<file path="src/rtl/conv_align_pkg.sv">
package conv_align_pkg;
  typedef enum logic [1:0] {
    MK_RAMP   = 2'd0,
    MK_FLASH  = 2'd1,
    MK_READY  = 2'd2,
    MK_READY2 = 2'd3
  } marker_e;

  function automatic logic [4:0] flash_zero_run(input logic [1:0] sel);
    case (sel)
      2'd0:    return 5'd10;
      2'd1:    return 5'd11;
      default: return 5'd15;
    endcase
  endfunction
endpackage

</file>
<file path="src/rtl/stream_marker.sv">
module stream_marker
  import conv_align_pkg::*;
#(
  parameter int SAMPLE_W = 10
) (
  input  logic                clk_i,
  input  logic                rst_ni,
  input  logic                sync_i,
  input  marker_e             mode_i,
  input  logic [1:0]          flash_sel_i,
  input  logic                valid_i,
  input  logic [SAMPLE_W-1:0] sample_i,
  output logic                hit_o
);
  logic [SAMPLE_W-1:0] prev_q;
  logic                prev_ok_q;
  logic [4:0]          zrun_q;
  logic                vld_q;
  logic                is_full, is_zero, prev_full;

  assign is_full   = &sample_i;
  assign is_zero   = (sample_i == '0);
  assign prev_full = prev_ok_q && (&prev_q);

  always_comb begin
    case (mode_i)
      MK_RAMP:  hit_o = valid_i && prev_full && is_zero;
      MK_FLASH: hit_o = valid_i && is_full && (zrun_q == flash_zero_run(flash_sel_i));
      default:  hit_o = valid_i && !vld_q;
    endcase
  end

  always_ff @(posedge clk_i or negedge rst_ni) begin
    if (!rst_ni) begin
      prev_q    <= '0;
      prev_ok_q <= 1'b0;
      zrun_q    <= '0;
      vld_q     <= 1'b0;
    end else begin
      vld_q <= valid_i;
      if (sync_i) begin
        prev_ok_q <= 1'b0;
        zrun_q    <= '0;
      end else if (valid_i) begin
        prev_q    <= sample_i;
        prev_ok_q <= 1'b1;
        if (!is_zero)          zrun_q <= '0;
        else if (zrun_q != '1) zrun_q <= zrun_q + 5'd1;
      end
    end
  end
endmodule

</file>
<file path="src/rtl/lat_counter.sv">
module lat_counter #(
  parameter int MAX_LAT = 255,
  parameter int CNT_W   = $clog2(MAX_LAT + 1)
) (
  input  logic             clk_i,
  input  logic             rst_ni,
  input  logic             sync_i,
  input  logic             release_i,
  input  logic             hit_i,
  output logic [CNT_W-1:0] lat_o,
  output logic             done_o,
  output logic             timeout_o,
  output logic             trig_o
);
  localparam logic [CNT_W-1:0] MaxC = CNT_W'(MAX_LAT);

  logic [CNT_W-1:0] cnt_q;
  logic             armed_q;

  always_ff @(posedge clk_i or negedge rst_ni) begin
    if (!rst_ni) begin
      cnt_q     <= '0;
      lat_o     <= '0;
      armed_q   <= 1'b0;
      done_o    <= 1'b0;
      timeout_o <= 1'b0;
      trig_o    <= 1'b0;
    end else if (sync_i) begin
      cnt_q     <= '0;
      lat_o     <= '0;
      armed_q   <= 1'b0;
      done_o    <= 1'b0;
      timeout_o <= 1'b0;
      trig_o    <= 1'b0;
    end else begin
      trig_o <= 1'b0;
      if (release_i) begin
        armed_q <= 1'b1;
        cnt_q   <= '0;
      end else if (armed_q && !done_o) begin
        if (hit_i) begin
          lat_o  <= cnt_q;
          done_o <= 1'b1;
          trig_o <= 1'b1;
        end else if (cnt_q == MaxC) begin
          lat_o     <= cnt_q;
          done_o    <= 1'b1;
          timeout_o <= 1'b1;
        end else begin
          cnt_q <= cnt_q + 1'b1;
        end
      end
    end
  end
endmodule

</file>
<file path="src/rtl/align_eval.sv">
module align_eval (
  input  logic clk_i,
  input  logic rst_ni,
  input  logic done_all_i,
  input  logic any_timeout_i,
  input  logic all_zero_i,
  output logic aligned_o
);
  logic       done_q;
  logic [1:0] streak_q;

  always_ff @(posedge clk_i or negedge rst_ni) begin
    if (!rst_ni) begin
      done_q   <= 1'b0;
      streak_q <= '0;
    end else begin
      done_q <= done_all_i;
      if (done_all_i && !done_q) begin
        if (all_zero_i && !any_timeout_i)
          streak_q <= (streak_q == 2'd2) ? 2'd2 : streak_q + 2'd1;
        else
          streak_q <= '0;
      end
    end
  end

  assign aligned_o = (streak_q == 2'd2);
endmodule

</file>
<file path="src/rtl/conv_align_detect.sv">
module conv_align_detect
  import conv_align_pkg::*;
#(
  parameter int N_STREAMS = 4,
  parameter int SAMPLE_W  = 10,
  parameter int REF_IDX   = 0,
  parameter int MAX_LAT   = 255,
  parameter int CNT_W     = $clog2(MAX_LAT + 1)
) (
  input  logic                            clk_i,
  input  logic                            rst_ni,
  input  logic                            sync_i,
  input  logic [1:0]                      mode_i,
  input  logic [1:0]                      flash_sel_i,
  input  logic [N_STREAMS-1:0]            valid_i,
  input  logic [N_STREAMS*SAMPLE_W-1:0]   sample_i,
  output logic [N_STREAMS-1:0]            trig_o,
  output logic [N_STREAMS-1:0]            done_o,
  output logic [N_STREAMS-1:0]            timeout_o,
  output logic [N_STREAMS*(CNT_W+1)-1:0]  offset_o,
  output logic                            aligned_o
);
  localparam int OW = CNT_W + 1;

  logic                 sync_q;
  logic                 release_w;
  logic [N_STREAMS-1:0] hit_w;
  logic [N_STREAMS-1:0] same_w;
  logic [CNT_W-1:0]     lat_w [N_STREAMS];
  marker_e              mode_w;

  assign mode_w    = marker_e'(mode_i);
  assign release_w = sync_q && !sync_i;

  always_ff @(posedge clk_i or negedge rst_ni) begin
    if (!rst_ni) sync_q <= 1'b0;
    else         sync_q <= sync_i;
  end

  for (genvar i = 0; i < N_STREAMS; i++) begin : g_stream
    stream_marker #(.SAMPLE_W(SAMPLE_W)) i_marker (
      .clk_i       (clk_i),
      .rst_ni      (rst_ni),
      .sync_i      (sync_i),
      .mode_i      (mode_w),
      .flash_sel_i (flash_sel_i),
      .valid_i     (valid_i[i]),
      .sample_i    (sample_i[i*SAMPLE_W +: SAMPLE_W]),
      .hit_o       (hit_w[i])
    );

    lat_counter #(.MAX_LAT(MAX_LAT), .CNT_W(CNT_W)) i_cnt (
      .clk_i     (clk_i),
      .rst_ni    (rst_ni),
      .sync_i    (sync_i),
      .release_i (release_w),
      .hit_i     (hit_w[i]),
      .lat_o     (lat_w[i]),
      .done_o    (done_o[i]),
      .timeout_o (timeout_o[i]),
      .trig_o    (trig_o[i])
    );

    assign offset_o[i*OW +: OW] = {1'b0, lat_w[i]} - {1'b0, lat_w[REF_IDX]};
    assign same_w[i]            = (lat_w[i] == lat_w[REF_IDX]);
  end

  align_eval i_eval (
    .clk_i         (clk_i),
    .rst_ni        (rst_ni),
    .done_all_i    (&done_o),
    .any_timeout_i (|timeout_o),
    .all_zero_i    (&same_w),
    .aligned_o     (aligned_o)
  );
endmodule

</file>
<file path="config.mk">
export PLATFORM = sky130hd
export DESIGN_NAME = conv_align_detect
export DESIGN_NICKNAME = d
export VERILOG_FILES = /design/src/rtl/conv_align_pkg.sv /design/src/rtl/stream_marker.sv /design/src/rtl/lat_counter.sv /design/src/rtl/align_eval.sv /design/src/rtl/conv_align_detect.sv
export SDC_FILE = /design/constraint.sdc
export NUM_CORES = 1
export LEC_CHECK = 0
export CAP_MARGIN = 5
export CORE_MARGIN = 8
export CORE_UTILIZATION = 40
export CTS_CLUSTER_DIAMETER = 40
export CTS_CLUSTER_SIZE = 25
export DETAILED_ROUTE_END_ITERATION = 8
export GPL_TIMING_DRIVEN = 0
export PLACE_DENSITY_LB_ADDON = 0.08
export SETUP_SLACK_MARGIN = 0.1
export SLEW_MARGIN = 15
export SYNTH_ARGS = -nofsm -noshare
export SYNTH_HDL_FRONTEND = slang
export SYNTH_HIERARCHICAL = 1
export SYNTH_SLANG_ARGS = --single-unit
export TNS_END_PERCENT = 10
</file>
<file path="constraint.sdc">
create_clock -name clk_i -period 2.4 [get_ports clk_i]
set_input_delay 0.36 -clock clk_i [delete_from_list [all_inputs] [get_ports clk_i]]
set_output_delay 0.36 -clock clk_i [all_outputs]
set_load 0.03 [all_outputs]
</file>
# Word-level counts from Yosys, hierarchy flattened
# Index checks and enable logic that the tools add are counted.
# totals
elab_cells,315
reg_bits,149
inputBits,51
# op_classes
reduce_logical,100
addsub,13
muxes,126
eq_ne,35
bitwise_logic,1
# ops
operator,count
8-bit 2-to-1 mux,40
5-bit 2-to-1 mux,17
10-bit AND reduction,8
1-bit 2-to-1 mux,62
10-bit zero test,4
8-bit by 8-bit subtractor with 9-bit output,4
8-bit by 1-bit adder with 8-bit output (second input constant),4
8-bit equality test (second input constant),4
1-bit logical AND,31
3-bit inequality test (second input constant),10
3-bit AND reduction,9
2-bit nonzero test,13
8-bit equality test,3
3-bit nonzero test,8
5-bit by 1-bit adder with 5-bit output (second input constant),4
5-bit equality test,4
5-bit inequality test (second input constant),4
4-bit AND reduction,5
2-bit AND reduction,8
1-bit zero test,11
2-bit inequality test (second input constant),5
1-bit one-hot mux with 2 select lines,4
3-bit by 2-bit inequality test with 1-bit output (second input constant),2
3-bit one-hot mux with 2 select lines,1
other kinds (7),10

# Longest topological paths before layout
# Gate-level depths: netlist (run 1).
# logic_depth
ltp_word,10
mapped_depth,9
ltp_nobuf,8

# Cells and area by module
# Netlist (run 1), hierarchy kept.
# modules_own_cells
module,cells_each,seq_area_each_um2,area_each_um2,n_inst
stream_marker,84,425.4,887.1,4
lat_counter,85,500.5,884.6,4
conv_align_detect,169,25.0,1222.4,1
align_eval,11,75.1,143.9,1

# Worst setup path before layout (run 1)
# Ideal clock, no wire load.
# synth_path
path_type,reg2out
startpoint,register g_stream[0].i_cnt.lat_o[0]
endpoint,output port offset_o[15]
slack_ns,0.037
arrival_time_ns,2.003
required_ns,2.040
n_path_buf,0
stages_incl_launch_ff,8
path_cell_list,dfrtp_1 > ha_1 > fa_1 > inv_1 > a21o_1 > a21oi_1 > or4b_1 > o2111ai_1
# synth_via
elab_chain_len,1
# synth_rtl
item,line,source
from (decl),lat_counter.sv:10,"output logic [CNT_W-1:0] lat_o,"
from (signal assigned),lat_counter.sv:42,lat_o <= cnt_q;
from (signal assigned),lat_counter.sv:46,lat_o <= cnt_q;
8-bit by 8-bit subtractor with 9-bit output,conv_align_detect.sv:64,"assign offset_o[i*OW +: OW] = {1'b0, lat_w[i]} - {1'b0, lat_w[REF_IDX]};"
to (decl),conv_align_detect.sv:20,"output logic [N_STREAMS*(CNT_W+1)-1:0] offset_o,"
# Every way passes these cells.

# Worst setup path in the final report (run 1)
# Ends and elaborated chain as after synthesis.

==> impl_metrics.py, run 1 <==
metrics = {
    "layout": {
        "fin_util_pct": 51.9,
        "stdcell_count": 1283,
        "final_nets": 1087,
        "drive_above_1_share_pct": 18.3,
        "antennaDiodeCount": 0,
        "area_growth_pct": 28.2,
    },
    "sta": {
        "relSlewSlack_pct": 52.2,
        "fin_ws_ns": -0.350,
        "fin_crit_sh_pct": 115,
        "max_freq_mhz": 364,
        "hold_violations": 0,
        "setup_viol": 20,
        "tightestPinTransition_ns": 0.717,
        "worst_clock_skew_ns": 0.0100,
        "fin_crit_ns": 2.75,
        "maxSlewViolCount": 0,
        "rsz0062_at_grt": "yes",
        "hold-worst-slack_ns": 0.219,
    },
    "logic_synthesis": {
        "synthTopCellsByArea": "dfrtp_1, ha_1, mux2_1",
        "ys_seq_area_share_pct": 45.0,
        "synth_top_area_share_pct": 45.0,
        "async_flop_share_pct": 100,
        "synth_seq_cells": 152,
        "yosysWarnings": 6,
        "synth-edff-count": 0,
        "yosysMostFrequentCell": "dfrtp_1",
        "synth_largest_area_cell": "dfrtp_1",
        "synthCells": 856,
        "synthesis.area_mm2": 0.00845,
        "ys.flop_type": "dfrtp_1",
        "ys_top_cells_by_count": "dfrtp_1, nor2_1, nand2_1",
        "synth_cell_types": 57,
        "syn_avg_cell_area_um2": 9.88,
    },
    "detailed_routing": {
        "via_count": 6714,
        "totalWireLength_um": 20200,
        "wl_per_cell_um": 15.8,
        "drc": 0,
        "vias_per_cell": 5.23,
        "dr.pass1.iters": 5,
        "initialDrtViolationCount": 238,
        "postRouteAntennaNets": 0,
    },
    "clock_network": {
        "cts.sinks": 152,
        "clockRootBuffer": "clkbuf_16",
        "numCtsBuffers": 17,
        "clk_latency_ns": 0.43,
        "clk_pin_slew_ns": 0.06,
        "ctsLongestPathBuffers": 2,
        "h-tree-depth": 4,
        "cts_tree": "yes",
    },
    "die": {
        "die_width_um": 161,
        "die_area_mm2": 0.0260,
        "ios": 100,
        "rows": 53,
        "coreArea_mm2": 0.0209,
        "die_h_um": 161,
        "initial_core_util_pct": 40.5,
    },
    "place": {
        "dp_slack_ns": -0.800,
        "io_buffers": 90,
        "gp_congestion": 0.847,
        "place.detailed.hpwl_um": 14600,
        "place_inst": 1232,
    },
    "power": {
        "p_seq_share_pct": 45.9,
        "switchingPower_mw": 1.50,
        "intPower_mw": 4.49,
        "power_per_cell_area_mw_per_mm2": 553,
        "clockPowerShare_pct": 45.5,
        "ir_worst_vdd_mv": 0.493,
        "power_mw": 5.99,
        "pwr-share-comb_pct": 8.7,
        "switching_share_pct": 25.1,
        "leakagePower_nw": 4.79,
    },
    "worst_setup_path": {
        "worstSetupPathType": "reg2out",
        "worstSetupStartpointType": "flip-flop",
        "worstSetupEndpointType": "output pin",
        "crit_fanout": 4,
        "cp.arrival_ns": 2.39,
        "cp_data_required_time_ns": 2.04,
    },
    "outcome": {
        "status": "finished, violations left",
        "violations": "negative setup slack",
    },
    "global_routing": {
        "grt_pass1_wl_um": 34300,
        "first_global_vias": 6724,
        "antenna_found_initial": 0,
        "grt_start_max_net_pins": 94,
        "grt-ovfl-total": 0,
        "grt_usage_pct": 16.0,
    },
    "worst_hold_path": {
        "min_path_type": "in2reg",
    },
    "flow_run": {
        "cap_violations": 0,
    },
}
worst max-delay path: stages, from the launching register on:
cell and delay, ns:
dfrtp_2 0.45, ha_4 0.18, fa_2 0.33, inv_1 0.06
a21o_1 0.12, a21oi_2 0.07, or4b_4 0.49, o2111ai_2 0.10
buf_6 0.16
cell families (layout without fill, tap and decap cells):
group / count (synthesis) / in the layout / share of synthesized area (%)
AND/OR/NAND/NOR: 342 / 342 / 22.6
AO/OA/AOI/OAI: 174 / 174 / 13.9
flip-flops: 152 / 152 / 45.0
buffers and inverters: 80 / 224 / 4.06
multiplexers: 45 / 45 / 5.92
adder cells (fa/ha/maj): 41 / 41 / 6.34
XOR/XNOR: 21 / 21 / 2.18
other: 1 / 9 / 0.0444
state kept, by name, summed over array words and instances, names as in the netlist, 20 cells and up:
name / count
g_stream.i_cnt/cnt_q: 32
g_stream.i_cnt/lat_o: 32
g_stream.i_marker/prev_q: 40
g_stream.i_marker/zrun_q: 20
power groups by stage:
stage / clock [mW] / combinational [mW] / sequential, mW
2_1_floorplan: 0 / 0.259 / 2.78
3_3_place_gp: 0 / 0.506 / 2.80
3_5_place_dp: 0 / 0.520 / 2.80
4_1_cts: 2.79 / 0.524 / 2.75
5_1_grt: 2.89 / 0.581 / 2.76
6_report: 2.72 / 0.520 / 2.75
area by class of cell:
cell class                 count  area (um2)
tap                          275         344
timing repair buffer         113        1070
clock buffer                  18         439
buffer                        31         195
multi-input combinational    632        4640
fill                        1942       10000
sequential                   152        3810
clock inverter                14         159
inverter                      48         183
metal layers:
layer | track usage (%) | wire, um | up-vias
met3 | 3.95 | 838 | 23
met1 | 21.9 | 10000 | 3196
met4 | 4.97 | 345 | 0
met2 | 24.6 | 9000 | 109
li1 | - | - | 3386
met5 | 0 | 0 | -
what timing repair did:
item / 4_1_cts / 5_1_grt
hold buffers: 1 / 0
hold endpoints to repair: 55 / 0
resized for setup: 215 / 64
pin swaps: 31 / 20
buffers inserted: 10 / 9
setup endpoints to repair: 101 / 77
stage by stage:
stage | TNS (ns) | area (um2)
detailed placement | -52.81 | 9800
CTS | -3.53 | 10600
global placement | -1066.90 | 9730
finish | -3.05 | 10800
global route | -5.89 | 10800
floorplan | 0 | 8490
final timing paths:
check                                          startpoint                             end  slack (ns)  cells after the start
setup / recovery               g_stream[0].i_cnt/lat_o[0]                    offset_o[15]       -0.35                      8
hold / removal                                sample_i[1]  g_stream[0].i_marker/prev_q[1]        0.22                      2
setup reg to reg           g_stream[3].i_marker/zrun_q[0]      g_stream[3].i_cnt/cnt_q[3]       -0.07                      9
hold reg to reg            g_stream[2].i_marker/prev_q[4]  g_stream[2].i_marker/prev_q[4]        0.49                      1
max in group asynchronous                          rst_ni  g_stream[0].i_marker/zrun_q[0]        1.07                      3
min in group asynchronous                          rst_ni      g_stream[2].i_cnt/lat_o[5]        0.57                      2
cells in the final DEF (no fill, tap or decap), drive strengths merged, types with 33 or more instances in the layout:
cell,Yosys,routed
nor3,33,33
dfrtp,152,152
nand2,50,50
o21ai,41,41
buf,14,59
a22o,34,34
inv,48,55
a21oi,43,43
ha,38,38
clkbuf,18,36
nor2,82,82
mux2,40,40
Power figures use the tool's default switching activity.
==> inputs of run 2 (changes only) <==
HOLD_SLACK_MARGIN = 0.03   (was default)
==> results of run 2 <==
Same layout as run 1: the final DEF is identical, and so are final timing and power.
==> inputs of run 3 (changes only) <==
--- a/config.mk
+++ b/config.mk
@@ -17,3 +17,2 @@
 export SETUP_SLACK_MARGIN = 0.1
-export SLEW_MARGIN = 15
 export SYNTH_ARGS = -nofsm -noshare
--- a/constraint.sdc
+++ b/constraint.sdc
@@ -3,2 +3,2 @@
 set_output_delay 0.36 -clock clk_i [all_outputs]
-set_load 0.03 [all_outputs]
+set_load 0.02 [all_outputs]
==> run 3 against run 2 <==
The flow still finishes with violations (negative setup slack). Critical path depth stayed put. Utilization is 0.87 points higher. Setup slack worse by 0.0043 ns. Clock skew hardly changed. Critical endpoint unchanged. Clock power is 3% higher. Final cell count is 0.62% higher. Die area stayed put.
==> impl_metrics.py, run 3 (synthesis results as in run 1) <==
metrics = {
    "outcome": {
        "violations": "negative setup slack",
        "status": "finished, violations left",
    },
    "worst_setup_path": {
        "r2r_end": "g_stream[0].i_cnt/cnt_q[3]",
        "worstSetupEndpointType": "output pin",
        "worstSetupStartpoint": "g_stream[0].i_cnt/lat_o[0]",
        "r2r-start": "g_stream[0].i_marker/zrun_q[0]",
        "worstSetupStartpointType": "flip-flop",
        "cp_data_required_time_ns": 2.04,
        "cp.arrival_ns": 2.39,
        "worstSetupPathType": "reg2out",
        "crit_fanout": 3,
        "crit_family": "adder cells",
        "reg2regPathDepth": 9,
        "rrSetupSlack_ns": -0.04,
        "critPathMaxStageDelay_ns": 0.51,
        "crit_chain": "ha_2 > fa_2 > inv_1 > a21o_1 > a21oi_2 > or4b_4 > o2111ai_2 > buf_6",
        "cpMaxStageDelayCell": "or4b_4",
        "cp.depth": 8,
        "path_buf_inv": 2,
    },
    "sta": {
        "setup_tns_ns": -3.16,
        "setup_viol": 18,
        "hold_violations": 0,
        "maxSlewViolCount": 0,
        "fin_crit_sh_pct": 115,
        "fin_crit_ns": 2.75,
        "tightestPinTransition_ns": 0.641,
        "rsz0062_at_grt": "yes",
        "worst_clock_skew_ns": 0.0104,
        "max_freq_mhz": 363,
        "fin_ws_ns": -0.355,
        "relSlewSlack_pct": 57.0,
    },
    "power": {
        "ir_worst_vdd_mv": 0.476,
        "power_mw": 6.07,
        "power_per_cell_area_mw_per_mm2": 551,
        "leakagePower_nw": 4.92,
    },
    "global_routing": {
        "grt_pass1_wl_um": 34300,
        "grt_usage_pct": 15.9,
        "grt_start_max_net_pins": 80,
        "antenna_found_initial": 0,
        "grt-ovfl-total": 0,
        "first_global_vias": 6743,
    },
    "worst_hold_path": {
        "min_to": "g_stream[3].i_marker/prev_q[2]",
        "hold_depth": 2,
        "hold_path.startpoint": "sample_i[32]",
        "min_path_type": "in2reg",
    },
    "detailed_routing": {
        "totalWireLength_um": 20200,
        "initialDrtViolationCount": 358,
        "vias_per_cell": 5.26,
        "postRouteAntennaNets": 0,
        "dr.pass1.iters": 5,
        "drc": 0,
        "wl_per_cell_um": 15.7,
        "via_count": 6787,
    },
    "die": {
        "rows": 53,
        "die_h_um": 161,
        "coreArea_mm2": 0.0209,
        "die_area_mm2": 0.0260,
        "die_width_um": 161,
        "initial_core_util_pct": 40.5,
        "ios": 100,
    },
    "layout": {
        "final_cell_mix": "dfrtp_1, nor2_1, buf_4",
        "top_regs": "g_stream.i_marker/prev_q (40), g_stream.i_cnt/cnt_q (32), g_stream.i_cnt/lat_o (32)",
        "fin_util_pct": 52.8,
        "area_growth_pct": 30.4,
        "layout_commonest_cell": "dfrtp_1",
        "seq_area_mm2": 0.00381,
        "final_nets": 1096,
        "multi_input_area_mm2": 0.00472,
        "top_register": "g_stream.i_marker/prev_q",
        "largest_register_ffs": 40,
        "n_fill_cell": 1931,
        "antennaDiodeCount": 0,
        "final_area_mm2": 0.0110,
        "drive_above_1_share_pct": 20.1,
    },
    "place": {
        "place.detailed.hpwl_um": 14600,
        "gp_congestion": 0.843,
        "io_buffers": 90,
        "dpl_cell_area_mm2": 0.00978,
    },
    "clock_network": {
        "clk_latency_ns": 0.42,
        "numCtsBuffers": 17,
        "h-tree-depth": 4,
        "clk_pin_slew_ns": 0.06,
        "cts_tree": "yes",
        "cts.sinks": 152,
        "ctsLongestPathBuffers": 2,
        "clockRootBuffer": "clkbuf_16",
    },
    "flow_run": {
        "cap_violations": 0,
    },
}
-- run 3: metal layers --
metal	track usage (%)	up-vias	wire [um]
li1	-	3389	-
met1	21.6	3247	9700
met2	25.0	139	9440
met3	4.00	12	913
met4	3.45	0	194
met5	0	-	0
-- run 3: cell type report --
| cell class | instances | share of cell area, % |
|---|---|---|
| multi-input combinational | 632 | 42.9 |
| clock buffer | 19 | 4.11 |
| inverter | 48 | 1.70 |
| sequential | 152 | 34.6 |
| buffer | 31 | 1.85 |
| timing repair buffer | 122 | 10.3 |
| tap | 275 | 3.12 |
| clock inverter | 12 | 1.50 |
-- run 3: metrics by stage --
stage | hold slack (ns) | setup slack, ns | cells
after global placement | 0.473 | -5.52 | 1229
after floorplan | 0.0644 | 0.116 | 864
final | 0.228 | -0.355 | 1291
after global routing | 0.224 | -0.437 | 1291
after CTS | 0.317 | -0.349 | 1272
after detailed placement | 0.379 | -0.839 | 1231
-- run 3: what timing repair did --
item	in CTS	in global routing
pin swaps	26	35
hold buffers	1	0
gates cloned	0	0
endpoints found under the hold margin	78	0
endpoints found under the setup margin	96	97
buffers inserted	10	19
gates resized for setup	182	95
-- run 3: worst max path at each step --
stage / end / slack (ns)
2_1_floorplan: offset_o[15] / 0.12
3_3_place_gp: g_stream[1].i_marker/prev_q[3] / -5.52
3_5_place_dp: g_stream[3].i_cnt/cnt_q[3] / -0.84
4_1_cts: offset_o[15] / -0.35
5_1_grt: offset_o[15] / -0.44
6_report: offset_o[15] / -0.35
-- run 3: where the power goes --
group	total, mW	leakage, nW	switching [mW]	internal (mW)
registers	2.75	2.00	0.0658	2.68
clock network	2.80	0.293	1.10	1.70
logic	0.527	2.62	0.289	0.239
